**config.mk**
```make
export PLATFORM = sky130hd
export DESIGN_NAME = sdram_cmd_front
export DESIGN_NICKNAME = d
export VERILOG_FILES = /design/src/rtl/sdram_fe_pkg.sv /design/src/rtl/fe_cmd_decode.sv /design/src/rtl/fe_bank_slot.sv /design/src/rtl/fe_mask_pipe.sv /design/src/rtl/sdram_cmd_front.sv
export SDC_FILE = /design/constraint.sdc
export NUM_CORES = 1
export LEC_CHECK = 0
export ABC_AREA = 1
export ABC_CLOCK_PERIOD_IN_PS = 1400
export CORE_ASPECT_RATIO = 0.7
export CORE_MARGIN = 5
export CORE_UTILIZATION = 51
export CTS_BUF_LIST = sky130_fd_sc_hd__clkbuf_8
export DETAILED_ROUTE_END_ITERATION = 8
export GPL_TIMING_DRIVEN = 0
export PLACE_DENSITY = 0.78
export SLEW_MARGIN = 20
export SYNTH_ARGS = -nofsm -noshare
export SYNTH_HDL_FRONTEND = slang
export SYNTH_SLANG_ARGS = --single-unit
```
**constraint.sdc**
```tcl
create_clock -name clk -period 1.4 [get_ports clk]
set_input_delay 0.28 -clock clk [delete_from_list [all_inputs] [get_ports clk]]
set_output_delay 0.28 -clock clk [all_outputs]
set_load 0.05 [all_outputs]
```
**src/rtl/sdram_fe_pkg.sv**
```systemverilog
package sdram_fe_pkg;
    typedef enum logic [2:0] {
        CMD_NOP,
        CMD_ACT,
        CMD_RD,
        CMD_WR,
        CMD_PRE,
        CMD_BAD
    } fe_cmd_e;

    typedef enum logic [1:0] {
        FS_IDLE,
        FS_BURST,
        FS_PDOWN
    } fe_state_e;

    localparam logic [2:0] PIN_ACT = 3'b011;
    localparam logic [2:0] PIN_RD  = 3'b101;
    localparam logic [2:0] PIN_WR  = 3'b100;
    localparam logic [2:0] PIN_PRE = 3'b010;
    localparam logic [2:0] PIN_NOP = 3'b111;
endpackage

```
**src/rtl/fe_cmd_decode.sv**
```systemverilog
module fe_cmd_decode
    import sdram_fe_pkg::*;
(
    input  logic    cs_n,
    input  logic    ras_n,
    input  logic    cas_n,
    input  logic    we_n,
    output fe_cmd_e cmd
);
    logic [2:0] code;
    assign code = {ras_n, cas_n, we_n};

    always_comb begin
        cmd = CMD_NOP;
        if (!cs_n) begin
            unique case (code)
                PIN_ACT: cmd = CMD_ACT;
                PIN_RD:  cmd = CMD_RD;
                PIN_WR:  cmd = CMD_WR;
                PIN_PRE: cmd = CMD_PRE;
                PIN_NOP: cmd = CMD_NOP;
                default: cmd = CMD_BAD;
            endcase
        end
    end
endmodule

```
**src/rtl/fe_bank_slot.sv**
```systemverilog
module fe_bank_slot #(
    parameter int ROW_W = 12
) (
    input  logic             clk,
    input  logic             rst_n,
    input  logic             open_set,
    input  logic             close,
    input  logic [ROW_W-1:0] row_d,
    output logic             open_o,
    output logic [ROW_W-1:0] row_o
);
    always_ff @(posedge clk or negedge rst_n) begin
        if (!rst_n) begin
            open_o <= 1'b0;
            row_o  <= '0;
        end else if (open_set) begin
            open_o <= 1'b1;
            row_o  <= row_d;
        end else if (close) begin
            open_o <= 1'b0;
        end
    end

    // an activate leaves the bank open holding the given row
    a_r4_row_load: assert property (@(posedge clk) disable iff (!rst_n)
        open_set |=> (open_o && row_o == $past(row_d)));
    // a close with no activate leaves the bank shut
    a_r6_close_shuts: assert property (@(posedge clk) disable iff (!rst_n)
        (close && !open_set) |=> !open_o);
endmodule

```
**src/rtl/fe_mask_pipe.sv**
```systemverilog
module fe_mask_pipe #(
    parameter int W     = 2,
    parameter int DEPTH = 2
) (
    input  logic         clk,
    input  logic         rst_n,
    input  logic         en,
    input  logic [W-1:0] din,
    output logic [W-1:0] dout
);
    logic [W-1:0] stg [DEPTH];

    for (genvar g = 0; g < DEPTH; g++) begin : g_stage
        if (g == 0) begin : g_head
            always_ff @(posedge clk or negedge rst_n) begin
                if (!rst_n)  stg[0] <= '1;
                else if (en) stg[0] <= din;
            end
        end else begin : g_tail
            always_ff @(posedge clk or negedge rst_n) begin
                if (!rst_n)  stg[g] <= '1;
                else if (en) stg[g] <= stg[g-1];
            end
        end
    end

    assign dout = stg[DEPTH-1];

    // an invalid edge freezes the read mask output
    a_r10_freeze: assert property (@(posedge clk) disable iff (!rst_n)
        !en |=> $stable(dout));
endmodule

```
**src/rtl/sdram_cmd_front.sv**
```systemverilog
module sdram_cmd_front
    import sdram_fe_pkg::*;
#(
    parameter int ROW_W       = 12,
    parameter int COL_W       = 9,
    parameter int BANK_W      = 2,
    parameter int BURST_LEN   = 4,
    parameter int RD_MASK_LAT = 2,
    parameter int AP_BIT      = 10
) (
    input  logic              clk,
    input  logic              rst_n,
    input  logic              cke_i,
    input  logic              cs_n_i,
    input  logic              ras_n_i,
    input  logic              cas_n_i,
    input  logic              we_n_i,
    input  logic [ROW_W-1:0]  addr_i,
    input  logic [BANK_W-1:0] ba_i,
    input  logic [1:0]        bytemask_i,
    output logic              act_o,
    output logic              rd_o,
    output logic              wr_o,
    output logic              pre_o,
    output logic              pre_all_o,
    output logic              auto_pre_o,
    output logic              bad_cmd_o,
    output logic              closed_err_o,
    output logic [BANK_W-1:0] bank_o,
    output logic [ROW_W-1:0]  row_o,
    output logic [COL_W-1:0]  col_o,
    output logic [1:0]        wr_be_o,
    output logic [1:0]        rd_mask_o,
    output logic              pdown_o
);
    localparam int NUM_BANKS = 1 << BANK_W;
    localparam int CNT_W     = $clog2(BURST_LEN) + 1;
    localparam logic [CNT_W-1:0] CNT_LOAD = CNT_W'(BURST_LEN - 1);
    localparam logic [CNT_W-1:0] CNT_LAST = CNT_W'(1);

    fe_state_e         state_q, state_d;
    fe_cmd_e           cmd;
    logic              cke_q;
    logic              valid;
    logic [CNT_W-1:0]  cnt_q;
    logic              ap_pend_q;
    logic [BANK_W-1:0] ap_bank_q;
    logic              burst_wr_q;
    logic              tgt_open;
    logic              is_access;
    logic              start;
    logic              beat;
    logic              last;
    logic              burst_close;
    logic [NUM_BANKS-1:0] open_v;
    logic [ROW_W-1:0]  row_v [NUM_BANKS];

    fe_cmd_decode u_dec (
        .cs_n  (cs_n_i),
        .ras_n (ras_n_i),
        .cas_n (cas_n_i),
        .we_n  (we_n_i),
        .cmd   (cmd)
    );

    always_ff @(posedge clk or negedge rst_n) begin
        if (!rst_n) cke_q <= 1'b1;
        else        cke_q <= cke_i;
    end

    assign valid       = cke_q;
    assign tgt_open    = open_v[ba_i];
    assign is_access   = (cmd == CMD_RD) || (cmd == CMD_WR);
    assign start       = valid && is_access && tgt_open;
    assign beat        = valid && !start && (state_q == FS_BURST);
    assign last        = beat && (cnt_q == CNT_LAST);
    assign burst_close = last && ap_pend_q;

    for (genvar g = 0; g < NUM_BANKS; g++) begin : g_bank
        logic sel;
        logic set_g;
        logic close_g;
        assign sel     = (ba_i == BANK_W'(g));
        assign set_g   = valid && (cmd == CMD_ACT) && sel;
        assign close_g = (valid && (cmd == CMD_PRE) && (addr_i[AP_BIT] || sel))
                       || (burst_close && (ap_bank_q == BANK_W'(g)));
        fe_bank_slot #(.ROW_W(ROW_W)) u_slot (
            .clk      (clk),
            .rst_n    (rst_n),
            .open_set (set_g),
            .close    (close_g),
            .row_d    (addr_i),
            .open_o   (open_v[g]),
            .row_o    (row_v[g])
        );
    end

    fe_mask_pipe #(.W(2), .DEPTH(RD_MASK_LAT)) u_rdmask (
        .clk   (clk),
        .rst_n (rst_n),
        .en    (valid),
        .din   (bytemask_i),
        .dout  (rd_mask_o)
    );

    // State register
    always_ff @(posedge clk or negedge rst_n) begin
        if (!rst_n) state_q <= FS_IDLE;
        else        state_q <= state_d;
    end

    // Next state
    always_comb begin
        state_d = state_q;
        unique case (state_q)
            FS_IDLE:  if (start) state_d = FS_BURST;
            FS_BURST: begin
                if (start)     state_d = FS_BURST;
                else if (last) state_d = FS_IDLE;
            end
            FS_PDOWN: state_d = FS_PDOWN;
            default:  state_d = FS_IDLE;
        endcase
        if (state_d == FS_PDOWN && cke_i)
            state_d = FS_IDLE;
        else if (state_d == FS_IDLE && !cke_i)
            state_d = FS_PDOWN;
    end

    assign pdown_o = (state_q == FS_PDOWN);

    // Burst bookkeeping
    always_ff @(posedge clk or negedge rst_n) begin
        if (!rst_n) begin
            cnt_q      <= '0;
            ap_pend_q  <= 1'b0;
            ap_bank_q  <= '0;
            burst_wr_q <= 1'b0;
        end else if (start) begin
            cnt_q      <= CNT_LOAD;
            ap_pend_q  <= addr_i[AP_BIT];
            ap_bank_q  <= ba_i;
            burst_wr_q <= (cmd == CMD_WR);
        end else if (beat && !last) begin
            cnt_q <= cnt_q - CNT_LAST;
        end
    end

    // Outputs
    always_ff @(posedge clk or negedge rst_n) begin
        if (!rst_n) begin
            act_o        <= 1'b0;
            rd_o         <= 1'b0;
            wr_o         <= 1'b0;
            pre_o        <= 1'b0;
            pre_all_o    <= 1'b0;
            auto_pre_o   <= 1'b0;
            bad_cmd_o    <= 1'b0;
            closed_err_o <= 1'b0;
            bank_o       <= '0;
            row_o        <= '0;
            col_o        <= '0;
            wr_be_o      <= '0;
        end else begin
            act_o        <= valid && (cmd == CMD_ACT);
            rd_o         <= start && (cmd == CMD_RD);
            wr_o         <= start && (cmd == CMD_WR);
            pre_o        <= valid && (cmd == CMD_PRE);
            pre_all_o    <= valid && (cmd == CMD_PRE) && addr_i[AP_BIT];
            auto_pre_o   <= start && addr_i[AP_BIT];
            bad_cmd_o    <= valid && (cmd == CMD_BAD);
            closed_err_o <= valid && is_access && !tgt_open;
            if (valid && (cmd == CMD_ACT || cmd == CMD_PRE || start))
                bank_o <= ba_i;
            if (valid && cmd == CMD_ACT)
                row_o <= addr_i;
            else if (start)
                row_o <= row_v[ba_i];
            if (start)
                col_o <= addr_i[COL_W-1:0];
            if ((start && cmd == CMD_WR) || (beat && burst_wr_q))
                wr_be_o <= ~bytemask_i;
            else
                wr_be_o <= '0;
        end
    end

    // at most one command strobe per cycle
    a_r12_onehot: assert property (@(posedge clk) disable iff (!rst_n)
        $onehot0({act_o, rd_o, wr_o, pre_o, bad_cmd_o, closed_err_o}));
    // an invalid edge yields no strobe
    a_r1_gated: assert property (@(posedge clk) disable iff (!rst_n)
        !cke_q |=> !(act_o || rd_o || wr_o || pre_o || bad_cmd_o || closed_err_o));
    // no write byte enable alongside a read strobe
    a_r9_no_be_on_read: assert property (@(posedge clk) disable iff (!rst_n)
        rd_o |-> (wr_be_o == 2'b00));
    // a settled power-down shows no strobes
    a_r11_quiet_pdown: assert property (@(posedge clk) disable iff (!rst_n)
        (pdown_o && $past(pdown_o)) |-> !(act_o || rd_o || wr_o || pre_o));
    // precharge-all only with a precharge strobe
    a_r6_all_with_pre: assert property (@(posedge clk) disable iff (!rst_n)
        pre_all_o |-> pre_o);
    // auto-precharge flag only with an access strobe
    a_r5_ap_with_access: assert property (@(posedge clk) disable iff (!rst_n)
        auto_pre_o |-> (rd_o || wr_o));
endmodule

```
==> results.py <==
metrics = {
    "outcome": {
        "status": "finished with violations",
        "violations": "negative setup slack",
    },
    "sta": {
        "slew_headroom_pct": 72.0,
        "setup_viol": 87,
        "finalHoldViolCount": 0,
        "fmax_mhz": 596,
        "rsz0062_at_grt": "true",
        "hold_ws_ps": 286,
        "worst_slew_pin_slew_ps": 420,
        "slew_violations": 0,
        "fin_worst_skew_ps": 9.21,
        "period_share_pct": 120,
        "period_needed_ps": 1680,
        "setup_slack_ps": -279,
    },
    "clock_network": {
        "cts_root_buffer": "clkbuf_8",
        "cts_buffers": 9,
        "cts_tree": "yes",
        "clock_latency_ps": 370,
        "clock_path_buffers": 2,
        "clk_pin_slew_ps": 90,
        "clock-sinks": 99,
        "htree_levels": 3,
    },
    "detailed_routing": {
        "routed_wl_mm": 13.1,
        "drtIter0Drc": 498,
        "vias": 3851,
        "viasPerCell": 5.87,
        "wl_per_cell_um": 20.0,
        "ant_nets": 0,
        "route.detailed.drc": 0,
        "first_pass_iters": 5,
    },
    "die": {
        "die_y_um": 85.4,
        "row_count": 27,
        "start_util_pct": 52.6,
        "io_pins": 59,
        "core_um2": 7870,
        "die_area_um2": 10000,
        "die_w_um": 118,
    },
    "power_and_ir_drop": {
        "leakagePower_nw": 2.78,
        "ir_drop_mv": 0.788,
        "power.density_nw_per_um2": 1280,
    },
    "placed_design": {
        "numPortBuffers": 58,
        "place_area_um2": 4900,
        "hpwl_mm": 7.21,
        "globalplace.congestion": 0.848,
    },
    "synth": {
        "ys_warn_count": 0,
        "synth_mux_area_share_pct": 0,
        "synthCells": 458,
        "syn-num-nets": 483,
        "synth_top_family_by_area": "simple AND/OR/NAND/NOR gates",
        "yosys.area_share.simple_pct": 18.3,
        "synth-compound-area-share_pct": 14.8,
        "netlist_area_um2": 4140,
        "synth_seq_cells": 99,
        "ys_types": 24,
        "yosys.area_share.adder_pct": 0.604,
        "syn_area_per_cell_um2": 9.04,
        "yosysSeqAreaShare_pct": 60.0,
        "synth-xor-area-share_pct": 0.212,
    },
    "global_route": {
        "grt_pass1_vias": 3852,
        "antenna_found_initial": 0,
        "grt_max_degree": 84,
        "grt_pass1_wl_mm": 19.2,
        "grt-ovfl-total": 0,
        "track_usage_pct": 24.1,
    },
    "layout": {
        "num_antenna_cells": 0,
        "layout-drive-gt1-share_pct": 34.1,
        "nets": 575,
        "final_area_um2": 5800,
        "area_growth_pct": 40.0,
    },
    "critical_path": {
        "crit_type": "flop to flop",
        "cp_max_fo": 6,
        "crit_slowest_cell": "dfstp_2",
        "cp_top_family": "buffers and inverters",
        "crit_arrival_ps": 1920,
        "crit_chain": "buf_6, clkinvlp_4, nor2_4, buf_12, inv_8, nand2_4, inv_6, buf_8, nand2_2, o211ai_1",
        "critPathBufInv": 6,
        "start_kind": "flop",
        "cpPeakStageDelay_ps": 540,
        "required_ps": 1640,
        "cp-end-kind": "flop",
    },
    "min_path": {
        "hold_path.class": "input port to asynchronous set/reset pin",
    },
    "run": {
        "drv_cap": 0,
    },
}
## stage by stage
step,TNS [ps],utilization (%),setup slack (ps),cells,power [mW]
6_report,-15780,73.7,-279,656,7.43
5_1_grt,-20910,73.7,-357,656,7.73
4_1_cts,-12700,69.4,-205,645,7.22
3_5_place_dp,-58890,62.3,-807,618,5.45
3_3_place_gp,-396620,61.9,-3510,617,5.38
2_1_floorplan,-209,-,-31.4,458,4.77
## per-layer routing
metal  GRT usage [%]  vias up  routed length, um
met2            39.0      243               6320
met5           0.481        -                  0
li1                -     1693                  -
met3            6.33       34               1280
met1            31.2     1881               5230
met4            9.58        0                279
## where the power goes
group          switching [mW]  internal, mW  total, mW
sequential              0.326          3.31       3.64
combinational            1.32         0.629       1.95
clock                   0.995         0.843       1.84
## cell type report
type                            instances  area (um2)
Sequential cell                        99        2480
Fill cell                             523        2070
Multi-Input combinational cell        298        1760
Timing Repair Buffer                   83         823
Buffer                                 19         236
Clock buffer                           13         179
Inverter                               40         166
Tap cell                              101         126
Clock inverter                          3        18.8
## final timing paths
path / from / end / slack, ps / cells past startpoint
worst max-delay path: cke_q$_DFF_PN1_ / row_o[3]$_DFFE_PN0P_ / -280 / 10
worst min-delay path: rst_n / wr_be_o[1]$_DFF_PN0_ / 290 / 2
worst max register to register: cke_q$_DFF_PN1_ / row_o[3]$_DFFE_PN0P_ / -280 / 10
worst min register to register: col_o[2]$_DFFE_PN0P_ / col_o[2]$_DFFE_PN0P_ / 500 / 2
max in group asynchronous: rst_n / u_rdmask.stg[2]$_DFFE_PN1P_ / 470 / 3
min in group clk: ba_i[1] / bank_o[1]$_DFFE_PN0P_ / 290 / 3
## state kept, by name, indices dropped and copies added, names as in the netlist, 3 cells and up
register,cells
cnt_q,3
col_o,9
g_bank.u_slot.open_o,4
g_bank.u_slot.row_o,48
row_o,12
## logic make-up after synthesis
| family | Yosys count |
|---|---|
| buffers and inverters | 61 |
| flip-flops | 99 |
| AO/OA/AOI/OAI | 107 |
| XOR/XNOR | 1 |
| adder cells (fa/ha/maj) | 2 |
| AND/OR/NAND/NOR | 188 |
## cell usage after synthesis (all sizes together)
cell type	instances	area share [%]
nand2	151	14
dfrtp	94	57
o21ai	75	9.2
inv	40	3.6
nand3	19	2.6
nor2	15	1.5
a22oi	12	2.2
buf	12	1.7
o211ai	12	2.2
clkbuf	9	0.82
dfstp	5	3.2
o21bai	4	0.73
a21oi	3	0.36
ha	2	0.60
nand4	2	0.30
a21boi	1	0.18
nor4	1	0.15
xor2	1	0.21
## cell usage in the layout, fill, tap and decap left out, types with 2 or more instances in the layout
master / instances
a21oi_2: 2
a22oi_1: 12
buf_16: 2
buf_2: 24
buf_4: 10
buf_6: 12
buf_8: 10
clkbuf_16: 4
clkbuf_2: 3
clkbuf_8: 17
clkdlybuf4s15_2: 10
clkdlybuf4s50_1: 19
clkinv_2: 2
dfrtp_1: 94
dfstp_2: 5
ha_1: 2
inv_1: 33
inv_2: 4
inv_6: 2
nand2_1: 107
nand2_2: 30
nand2_4: 11
nand2_8: 3
nand3_1: 16
nand3_4: 2
nand4_1: 2
nor2_1: 6
nor2_2: 4
nor2_4: 5
o211ai_1: 12
o21ai_0: 27
o21ai_1: 25
o21ai_2: 22
o21bai_1: 4
## what timing repair did
item,4_1_cts,5_1_grt
buffers inserted,6,10
hold buffers,1,0
hold endpoints to repair,16,0
cloned,5,2
pin swaps,4,10
resized for setup,207,167
setup endpoints to repair,124,110
## worst reg2reg max path: cells and delay by family (launching register included)
kind                   cells  cell delay, ps
buffers and inverters      6             670
flip-flops                 1             540
AO/OA/AOI/OAI              1             110
AND/OR/NAND/NOR            3             240
Power figures use the tool's default switching activity.
